`config.mk`:
```
export PLATFORM = sky130hd
export DESIGN_NAME = xlat_sequencer
export DESIGN_NICKNAME = d
export VERILOG_FILES = /design/src/rtl/xlat_seq_pkg.sv /design/src/rtl/xlat_req_reg.sv /design/src/rtl/xlat_walk_policy.sv /design/src/rtl/xlat_fsm.sv /design/src/rtl/xlat_sequencer.sv
export SDC_FILE = /design/constraint.sdc
export NUM_CORES = 1
export LEC_CHECK = 0
export BUFFER_PORTS_ARGS = -buffer_cell sky130_fd_sc_hd__buf_2
export CAP_MARGIN = 10
export CELL_PAD_IN_SITES_DETAIL_PLACEMENT = 0
export CELL_PAD_IN_SITES_GLOBAL_PLACEMENT = 2
export CORE_AREA = 2 2 156 158
export CTS_CLUSTER_SIZE = 25
export DETAILED_ROUTE_END_ITERATION = 8
export DIE_AREA = 0 0 158 160
export PLACE_DENSITY = 0.77
export SLEW_MARGIN = 20
export SYNTH_ARGS = -nofsm -noshare
export SYNTH_HDL_FRONTEND = slang
export SYNTH_SLANG_ARGS = --single-unit
```
`constraint.sdc`:
```
create_clock -name clk -period 3.1 [get_ports clk]
set_clock_uncertainty 0.05 [all_clocks]
set_input_delay 0.465 -clock clk [delete_from_list [all_inputs] [get_ports clk]]
set_output_delay 0.465 -clock clk [all_outputs]
set_load 0.05 [all_outputs]
```
`src/rtl/xlat_seq_pkg.sv`:
```
package xlat_seq_pkg;

    localparam int VA_W    = 32;
    localparam int PA_W    = 32;
    localparam int ASID_W  = 8;
    localparam int SPLIT_W = 3;

    typedef enum logic [2:0] {
        S_IDLE,
        S_MICRO,
        S_MAIN,
        S_WALK,
        S_REFILL,
        S_DONE,
        S_FAULT
    } xlat_state_e;

    typedef enum logic [1:0] {
        IC_NONCACHE = 2'b00,
        IC_WB_ALLOC = 2'b01,
        IC_WTHRU    = 2'b10,
        IC_WB_NOALC = 2'b11
    } inner_cache_e;

    typedef struct packed {
        logic [VA_W-1:0]   va;
        logic [ASID_W-1:0] asid;
        logic              ns;
    } xlat_req_t;

    // Base 1 serves any address with a set bit among its top `split` bits.
    function automatic logic pick_base1(logic [VA_W-1:0] va, logic [SPLIT_W-1:0] split);
        logic [VA_W-1:0] upper;
        if (split == '0) return 1'b0;
        upper = va >> (VA_W - int'(split));
        return upper != '0;
    endfunction

    // Both write-back codes have bit 0 set.
    function automatic logic routes_to_cache(inner_cache_e code);
        return (code == IC_WB_ALLOC) || (code == IC_WB_NOALC);
    endfunction

endpackage

```
`src/rtl/xlat_req_reg.sv`:
```
module xlat_req_reg
    import xlat_seq_pkg::*;
(
    input  logic      clk,
    input  logic      rst,
    input  logic      load,
    input  xlat_req_t req_in,
    output xlat_req_t req_q
);

    always_ff @(posedge clk) begin
        if (rst)       req_q <= '0;
        else if (load) req_q <= req_in;
    end

    // Captured request must not move while an access is in flight.
    assert_req_held_R2: assert property (@(posedge clk) disable iff (rst)
        !load |=> $stable(req_q));

endmodule

```
`src/rtl/xlat_walk_policy.sv`:
```
module xlat_walk_policy
    import xlat_seq_pkg::*;
(
    input  logic [VA_W-1:0]    va,
    input  logic [SPLIT_W-1:0] split_n,
    input  logic               walk_dis0,
    input  logic               walk_dis1,
    input  logic [1:0]         icache_code0,
    input  logic [1:0]         icache_code1,
    output logic               walk_allowed,
    output logic               route_cache
);

    logic         base1;
    inner_cache_e code_sel;

    always_comb begin
        base1        = pick_base1(va, split_n);
        walk_allowed = base1 ? !walk_dis1 : !walk_dis0;
        code_sel     = inner_cache_e'(base1 ? icache_code1 : icache_code0);
        route_cache  = routes_to_cache(code_sel);
    end

endmodule

```
`src/rtl/xlat_fsm.sv`:
```
module xlat_fsm
    import xlat_seq_pkg::*;
(
    input  logic            clk,
    input  logic            rst,
    input  logic            req_valid,
    input  logic            micro_hit,
    input  logic [PA_W-1:0] micro_pa,
    input  logic            main_hit,
    input  logic [PA_W-1:0] main_pa,
    input  logic            walk_allowed,
    input  logic            route_cache,
    input  logic            walk_rsp_valid,
    input  logic [PA_W-1:0] walk_pa,
    input  logic            rsp_ready,
    output logic            load,
    output logic            req_ready,
    output logic            micro_lookup_valid,
    output logic            main_lookup_valid,
    output logic            walk_rd_cache,
    output logic            walk_rd_mem,
    output logic            fill_valid,
    output logic            rsp_valid,
    output logic            rsp_fault,
    output logic [PA_W-1:0] pa_q
);

    xlat_state_e state;
    logic        route_q;
    logic        walk_rd_valid;

    always_ff @(posedge clk) begin
        if (rst) begin
            state   <= S_IDLE;
            pa_q    <= '0;
            route_q <= 1'b0;
        end else begin
            unique case (state)
                S_IDLE:   if (req_valid) state <= S_MICRO;
                S_MICRO: begin
                    if (micro_hit) begin
                        pa_q  <= micro_pa;
                        state <= S_DONE;
                    end else begin
                        state <= S_MAIN;
                    end
                end
                S_MAIN: begin
                    if (main_hit) begin
                        pa_q  <= main_pa;
                        state <= S_DONE;
                    end else if (!walk_allowed) begin
                        pa_q  <= '0;
                        state <= S_FAULT;
                    end else begin
                        route_q <= route_cache;
                        state   <= S_WALK;
                    end
                end
                S_WALK: begin
                    if (walk_rsp_valid) begin
                        pa_q  <= walk_pa;
                        state <= S_REFILL;
                    end
                end
                S_REFILL: state <= S_DONE;
                S_DONE, S_FAULT: if (rsp_ready) state <= S_IDLE;
                default:  state <= S_IDLE;
            endcase
        end
    end

    always_comb begin
        req_ready          = (state == S_IDLE);
        load               = req_ready && req_valid;
        micro_lookup_valid = (state == S_MICRO);
        main_lookup_valid  = (state == S_MAIN);
        walk_rd_valid      = (state == S_WALK);
        walk_rd_cache      = walk_rd_valid && route_q;
        walk_rd_mem        = walk_rd_valid && !route_q;
        fill_valid         = (state == S_REFILL);
        rsp_valid          = (state == S_DONE) || (state == S_FAULT);
        rsp_fault          = (state == S_FAULT);
    end

    assert_micro_hit_done_R3: assert property (@(posedge clk) disable iff (rst)
        micro_lookup_valid && micro_hit |=> rsp_valid && !rsp_fault && !main_lookup_valid);

    assert_micro_miss_main_R4: assert property (@(posedge clk) disable iff (rst)
        micro_lookup_valid && !micro_hit |=> main_lookup_valid);

    assert_fault_no_walk_R6: assert property (@(posedge clk) disable iff (rst)
        main_lookup_valid && !main_hit && !walk_allowed |=> rsp_fault && !walk_rd_cache && !walk_rd_mem);

    assert_walk_wait_R8: assert property (@(posedge clk) disable iff (rst)
        walk_rd_valid && !walk_rsp_valid |=> walk_rd_valid && $stable(walk_rd_cache));

    assert_fill_then_done_R9: assert property (@(posedge clk) disable iff (rst)
        fill_valid |=> rsp_valid && !rsp_fault && $stable(pa_q));

    assert_rsp_hold_R10: assert property (@(posedge clk) disable iff (rst)
        rsp_valid && !rsp_ready |=> rsp_valid && $stable(pa_q) && $stable(rsp_fault));

endmodule

```
`src/rtl/xlat_sequencer.sv`:
```
module xlat_sequencer
    import xlat_seq_pkg::*;
(
    input  logic               clk,
    input  logic               rst,
    input  logic               req_valid,
    output logic               req_ready,
    input  logic [VA_W-1:0]    req_va,
    input  logic [ASID_W-1:0]  req_asid,
    input  logic               req_ns,
    input  logic [SPLIT_W-1:0] split_n,
    input  logic               walk_dis0,
    input  logic               walk_dis1,
    input  logic [1:0]         icache_code0,
    input  logic [1:0]         icache_code1,
    output logic [VA_W-1:0]    lookup_va,
    output logic [ASID_W-1:0]  lookup_asid,
    output logic               lookup_ns,
    output logic               micro_lookup_valid,
    input  logic               micro_hit,
    input  logic [PA_W-1:0]    micro_pa,
    output logic               main_lookup_valid,
    input  logic               main_hit,
    input  logic [PA_W-1:0]    main_pa,
    output logic               walk_rd_cache,
    output logic               walk_rd_mem,
    output logic [VA_W-1:0]    walk_rd_va,
    input  logic               walk_rsp_valid,
    input  logic [PA_W-1:0]    walk_pa,
    output logic               fill_valid,
    output logic [VA_W-1:0]    fill_va,
    output logic [ASID_W-1:0]  fill_asid,
    output logic               fill_ns,
    output logic [PA_W-1:0]    fill_pa,
    output logic               rsp_valid,
    input  logic               rsp_ready,
    output logic [PA_W-1:0]    rsp_pa,
    output logic               rsp_fault
);

    xlat_req_t       req_in;
    xlat_req_t       req_q;
    logic            load;
    logic            walk_allowed;
    logic            route_cache;
    logic [PA_W-1:0] pa_q;

    assign req_in = '{va: req_va, asid: req_asid, ns: req_ns};

    xlat_req_reg u_req (
        .clk    (clk),
        .rst    (rst),
        .load   (load),
        .req_in (req_in),
        .req_q  (req_q)
    );

    xlat_walk_policy u_policy (
        .va           (req_q.va),
        .split_n      (split_n),
        .walk_dis0    (walk_dis0),
        .walk_dis1    (walk_dis1),
        .icache_code0 (icache_code0),
        .icache_code1 (icache_code1),
        .walk_allowed (walk_allowed),
        .route_cache  (route_cache)
    );

    xlat_fsm u_fsm (
        .clk                (clk),
        .rst                (rst),
        .req_valid          (req_valid),
        .micro_hit          (micro_hit),
        .micro_pa           (micro_pa),
        .main_hit           (main_hit),
        .main_pa            (main_pa),
        .walk_allowed       (walk_allowed),
        .route_cache        (route_cache),
        .walk_rsp_valid     (walk_rsp_valid),
        .walk_pa            (walk_pa),
        .rsp_ready          (rsp_ready),
        .load               (load),
        .req_ready          (req_ready),
        .micro_lookup_valid (micro_lookup_valid),
        .main_lookup_valid  (main_lookup_valid),
        .walk_rd_cache      (walk_rd_cache),
        .walk_rd_mem        (walk_rd_mem),
        .fill_valid         (fill_valid),
        .rsp_valid          (rsp_valid),
        .rsp_fault          (rsp_fault),
        .pa_q               (pa_q)
    );

    always_comb begin
        lookup_va   = req_q.va;
        lookup_asid = req_q.asid;
        lookup_ns   = req_q.ns;
        walk_rd_va  = req_q.va;
        fill_va     = req_q.va;
        fill_asid   = req_q.asid;
        fill_ns     = req_q.ns;
        fill_pa     = pa_q;
        rsp_pa      = pa_q;
    end

endmodule

```
# [Word-level counts from Yosys, hierarchy flattened]
# Index checks and enable logic that the tools add are counted.
[op_classes] add_sub_neg=1 eq_ne=13 n_shift=1 muxes=17 bitwise=1 n_reduce_logical=16
[op_table] operator="32-bit 2-to-1 mux" n=4
[op_table] operator="32-bit case mux with 3 select lines" n=1
[op_table] operator="32-bit nonzero test" n=1
[op_table] operator="32-bit by 32-bit right shift with 32-bit output" n=1
[op_table] operator="3-bit 2-to-1 mux" n=6
[op_table] operator="3-bit case mux with 6 select lines" n=1
[op_table] operator="3-bit equality test, second input constant" n=3
[op_table] operator="6-bit by 3-bit subtractor with 7-bit output, first input constant" n=1
[op_table] operator="3-bit by 2-bit equality test with 1-bit output, second input constant" n=2
[op_table] operator="3-bit logical NOT" n=2
[op_table] operator="2-bit inequality test, second input constant" n=3
[op_table] operator="3-bit AND reduction" n=2
[op_table] operator="1-bit 2-to-1 mux" n=4
[op_table] operator="4-bit AND reduction" n=1
[op_table] operator="3-bit by 1-bit equality test with 1-bit output, second input constant" n=1
[op_table] operator="1-bit logical AND" n=3
[op_table] operator="1-bit logical NOT" n=3
[op_table] operator="3-bit inequality test, second input constant" n=1
[op_table] operator="3-bit nonzero test" n=1
[op_table] operator="2-bit by 1-bit equality test with 1-bit output, second input constant" n=1
[op_table] operator="2-bit equality test, second input constant" n=1
[op_table] operator="1-bit logical OR" n=2
[op_table] operator="2-bit 2-to-1 mux" n=1
[op_table] operator="2-bit by 1-bit inequality test with 1-bit output, second input constant" n=1
[op_table] operator="other kinds (2)" n=2
[word_totals] reg_bits=77 in_bits=153

# [Logic depth before layout (Yosys ltp)]
[logic_depth] depth_word=8 mapped_depth=9 depth_no_buf=8

# [Modules after synthesis]
# A second synthesis with hierarchy kept.
[unflattened] cells_unflattened=532 hier_area_um2=4855.9
[by_module_without_submodules] module="xlat_fsm" n_inst=1 cells_each=275 area_per_inst_um2=2418.6 seq_area_each_um2=720.7
[by_module_without_submodules] module="xlat_req_reg" n_inst=1 cells_each=133 area_per_inst_um2=1507.7 seq_area_each_um2=820.8
[by_module_without_submodules] module="xlat_sequencer" n_inst=1 cells_each=105 area_per_inst_um2=788.3 seq_area_each_um2=0.0
[by_module_without_submodules] module="xlat_walk_policy" n_inst=1 cells_each=19 area_per_inst_um2=141.4 seq_area_each_um2=0.0

# [Worst setup path after synthesis]
# No wires, ideal clock.
[synth_timing] path_kind="reg2reg" startpoint="register, netlist name u_req.req_q[33]" endpoint="register u_fsm.pa_q[0]" setup_time_ps=72 arrival_time_ps=2465 path_slack_ps=513 stages_incl_launch_ff=8 n_path_buf=1 cell_sequence="dfxtp_1 -> nor2b_2 -> o21bai_1 -> a2111o_2 -> and3_4 -> o31ai_4 -> buf_8 -> mux2i_1"
[synth_between] elab_chain_len=6
[synth_rtl] item="32-bit by 32-bit right shift with 32-bit output" line_no="xlat_seq_pkg.sv:35" source="upper = va >> (VA_W - int'(split));"
[synth_rtl] item="32-bit nonzero test" line_no="xlat_seq_pkg.sv:36" source="return upper != '0;"
[synth_rtl] item="1-bit 2-to-1 mux" line_no="xlat_seq_pkg.sv:35"
[synth_rtl] item="1-bit 2-to-1 mux" line_no="xlat_walk_policy.sv:19" source="walk_allowed = base1 ? !walk_dis1 : !walk_dis0;"
[synth_rtl] item="3-bit inequality test (no source line)"
[synth_rtl] item="4-bit AND reduction (no source line)"
[synth_rtl] item="end signal: assignment" line_no="xlat_fsm.sv:42" source="pa_q <= micro_pa;"
[synth_rtl] item="end signal: assignment" line_no="xlat_fsm.sv:50" source="pa_q <= main_pa;"
[synth_rtl] item="end signal: assignment" line_no="xlat_fsm.sv:62" source="pa_q <= walk_pa;"
[synth_rtl] item="end: declaration" line_no="xlat_fsm.sv:25" source="output logic [PA_W-1:0] pa_q"
# Every way passes these cells.
# A chain may end at the register's enable or synchronous reset.

# [Worst setup path after layout]
[layout_timing] startpoint="input split_n[0]" endpoint="register u_fsm.pa_q[22]"
[layout_between] elab_chain_len=7 elab_cells_between_ends=9 cone_classes="1 x add/sub; 1 x eq/ne; 1 x shift; 3 x mux; 3 x reduce/logical"
[layout_rtl] item="start: declaration" line_no="xlat_sequencer.sv:11" source="input logic [SPLIT_W-1:0] split_n,"
[layout_rtl] item="6-bit by 3-bit subtractor with 7-bit output" line_no="xlat_seq_pkg.sv:35"
[layout_rtl] item="32-bit by 32-bit right shift with 32-bit output" line_no="xlat_seq_pkg.sv:35"
[layout_rtl] item="32-bit nonzero test" line_no="xlat_seq_pkg.sv:36"
[layout_rtl] item="1-bit 2-to-1 mux *" line_no="xlat_seq_pkg.sv:35"
[layout_rtl] item="1-bit 2-to-1 mux *" line_no="xlat_walk_policy.sv:19"
[layout_rtl] item="3-bit inequality test (no source line) *"
[layout_rtl] item="4-bit AND reduction (no source line) *"
# Every way passes the cells marked *; elsewhere a longest branch is shown, timed or not.

==> flow_metrics.py <==
metrics = {
    "outcome": {
        "status": "finished clean",
    },
    "routing": {
        "wire_per_inst_um": 14.8,
        "dr.pass1.iters": 4,
        "wirelength_mm": 16.7,
        "vias": 4700,
        "drt-initial-drc-count": 283,
        "drc": 0,
        "via_per_inst": 4.18,
        "ant_nets": 0,
    },
    "worst_setup_path": {
        "reg2regPathDepth": 7,
        "end_kind": "flip-flop",
        "crit_fanout": 32,
        "cp.arrival_ps": 2700,
        "crit_type": "input port to flip-flop",
        "cp.required_ps": 3320,
        "timing.rr.start": "u_req.req_q[37]$_SDFFE_PP0P_",
        "start_kind": "input port",
        "r2r_slack_ps": 780,
        "reg2reg_to": "u_fsm.pa_q[22]$_SDFFE_PP0P_",
    },
    "hold_path": {
        "hold_depth": 3,
        "min-delay-start": "req_va[13]",
        "hold_class": "input port to flip-flop",
        "min_to": "u_req.req_q[22]$_SDFFE_PP0P_",
    },
    "finish": {
        "nets": 949,
        "final_cells": 1124,
        "synthToLayoutAreaGrowth_pct": 31.8,
        "drive_gt1_frac": 0.467,
    },
    "clock_network": {
        "numCtsBuffers": 9,
        "cts-root-buf": "clkbuf_16",
        "cts_setup_buffers": 0,
        "cts_resized": 0,
        "postCtsHoldBufs": 0,
        "clk_latency_ps": 340,
        "ctsLongestPathBuffers": 2,
        "htree_levels": 3,
        "cts_sinks": 77,
        "cts_tree": "built",
        "path_clk_slew_ps": 70,
    },
    "yosys": {
        "synth_nets": 739,
        "synthTopCellsByArea": "dfxtp_1 33%, buf_4 17%, nand2_1 7.0%",
        "synth-edff-count": 0,
        "synth_ff_type": "dfxtp_1",
        "async_flop_share": 0,
        "syn_area_per_cell_um2": 7.95,
        "yosys-top-cells-count": "105 x buf_4, 87 x nand2_1, 77 x dfxtp_1, 49 x a21oi_1, 39 x nor2_1",
        "syn_area_um2": 4650,
        "synth.most_common_cell": "buf_4",
        "ys_ff_latch": 77,
        "synth_top_area_frac": 0.332,
        "syn_inst": 584,
        "ys_seq_area_frac": 0.332,
        "synth_cell_types": 41,
        "synth_warnings": 0,
        "yosys.area.top_type": "dfxtp_1",
    },
    "sta": {
        "worst_pin_slew_ps": 861,
        "fin_crit_sh": 0.801,
        "fin_crit_ps": 2480,
        "finalSetupViolations": 0,
        "fin_ws_ps": 618,
        "final_max_slew_viol_count": 0,
        "maxSlewHeadroom": 0.426,
        "rsz0062_at_grt": "no",
        "fmax_mhz": 403,
        "hold_viol_final": 0,
        "setup_tns_ps": 0,
    },
    "placement": {
        "place_worst_setup_slack_ps": 275,
        "place.gp.congestion": 0.712,
        "hpwl_mm": 12.4,
        "port-buffer-count": 336,
        "dp_cells": 1107,
    },
    "floorplanning": {
        "die_area_um2": 25300,
        "ios": 339,
        "initial_core_util": 0.195,
        "die_w_um": 158,
        "die_y_um": 160,
        "row_count": 57,
        "core-area_um2": 23800,
    },
    "grt": {
        "antenna_found_initial": 3,
        "grt_pass1_wl_mm": 24.1,
        "overflow": 0,
        "grt_pass1_vias": 4322,
        "grt_usage": 0.125,
        "grt_max_degree": 94,
    },
    "pwr": {
        "power_density_nw_per_um2": 954,
        "p_leak_nw": 3.25,
        "p_total_mw": 5.84,
        "irDropWorstVdd_mv": 0.303,
    },
    "run": {
        "cap_violations": 0,
    },
}
==> cells in the final DEF (no fill, tap or decap), types with 3 or more instances in the layout <==
cell type  instances
nand2_1           87
buf_4             10
clkbuf_16          9
a221oi_1          31
inv_1              6
and3_1             3
a31oi_1            4
a21oi_1           49
mux2i_1           32
nor2_1            38
dfxtp_1           76
or3_1             31
nand3_1            4
buf_2            335
nand2b_1          33
nor3_1             9
o21ai_0            4
clkinv_2           4
==> routing by layer <==
metal,vias up,GRT usage,wire (um)
met5,-,0,27
met4,4,0.0450,302
met3,21,0.0374,1630
met2,253,0.214,7810
met1,2112,0.147,6890
li1,2310,-,-
==> sequential cells by signal (all words and copies together) (netlist names) <==
signal         flops
u_fsm.route_q      1
u_fsm.state        3
u_req.req_q       41
u_fsm.pa_q        32
==> final cells by class <==
cell class / instances / area [um^2]
fill: 2707 / 17700
multi-input combinational: 353 / 2080
timing repair buffer: 346 / 1770
sequential: 77 / 1540
tap: 324 / 405
clock buffer: 9 / 225
clock inverter: 7 / 66.3
inverter: 7 / 26.3
antenna: 1 / 2.50
==> cell families (layout without fill, tap and decap cells) <==
logic type,count (synthesis),after routing,share of synthesized area
mux,32,32,0.0689
buf+inv,154,369,0.221
xor+xnor,1,1,0.00189
simple gates,214,214,0.219
compound gates,104,104,0.152
flops,77,77,0.332
other cells,0,1,0
fa+ha+maj,2,2,0.00539
==> how the worst max path moves through the flow <==
| stage | endpoint | cells past startpoint | from | slack, ps |
|---|---|---|---|---|
| after floorplan | u_fsm.pa_q[0]$_SDFFE_PP0P_ | 7 | u_req.req_q[33]$_SDFFE_PP0P_ | 510 |
| after global placement | u_fsm.pa_q[19]$_SDFFE_PP0P_ | 9 | split_n[0] | 300 |
| after detailed placement | u_fsm.pa_q[10]$_SDFFE_PP0P_ | 9 | split_n[0] | 270 |
| after CTS | u_fsm.pa_q[25]$_SDFFE_PP0P_ | 9 | split_n[0] | 630 |
| after global routing | main_lookup_valid | 4 | u_fsm.state[1]$_SDFFE_PP0P_ | 480 |
| final | u_fsm.pa_q[22]$_SDFFE_PP0P_ | 9 | split_n[0] | 620 |
==> per-stage QoR <==
stage | util | area (um^2) | hold WS [ps]
6_report | 0.257 | 6120 | 308
5_1_grt | 0.257 | 6120 | 288
4_1_cts | 0.257 | 6120 | 284
3_5_place_dp | 0.245 | 5830 | 410
3_3_place_gp | 0.245 | 5830 | 407
2_1_floorplan | - | 4650 | 475
==> report_power, final <==
group          switching, mW  total (mW)  internal, mW  leakage (nW)
combinational           2.54        3.33         0.790          2.47
sequential             0.228        1.43          1.20         0.630
clock                  0.459        1.08         0.620         0.145
==> worst max-delay path, stage by stage <==
cell,delay [ps]
buf_2,140
inv_1,50
ha_1,310
o21bai_1,180
a2111o_2,520
and3_4,220
o31ai_4,270
buf_12,270
mux2i_1,220
(Power assumes the default switching activity.)
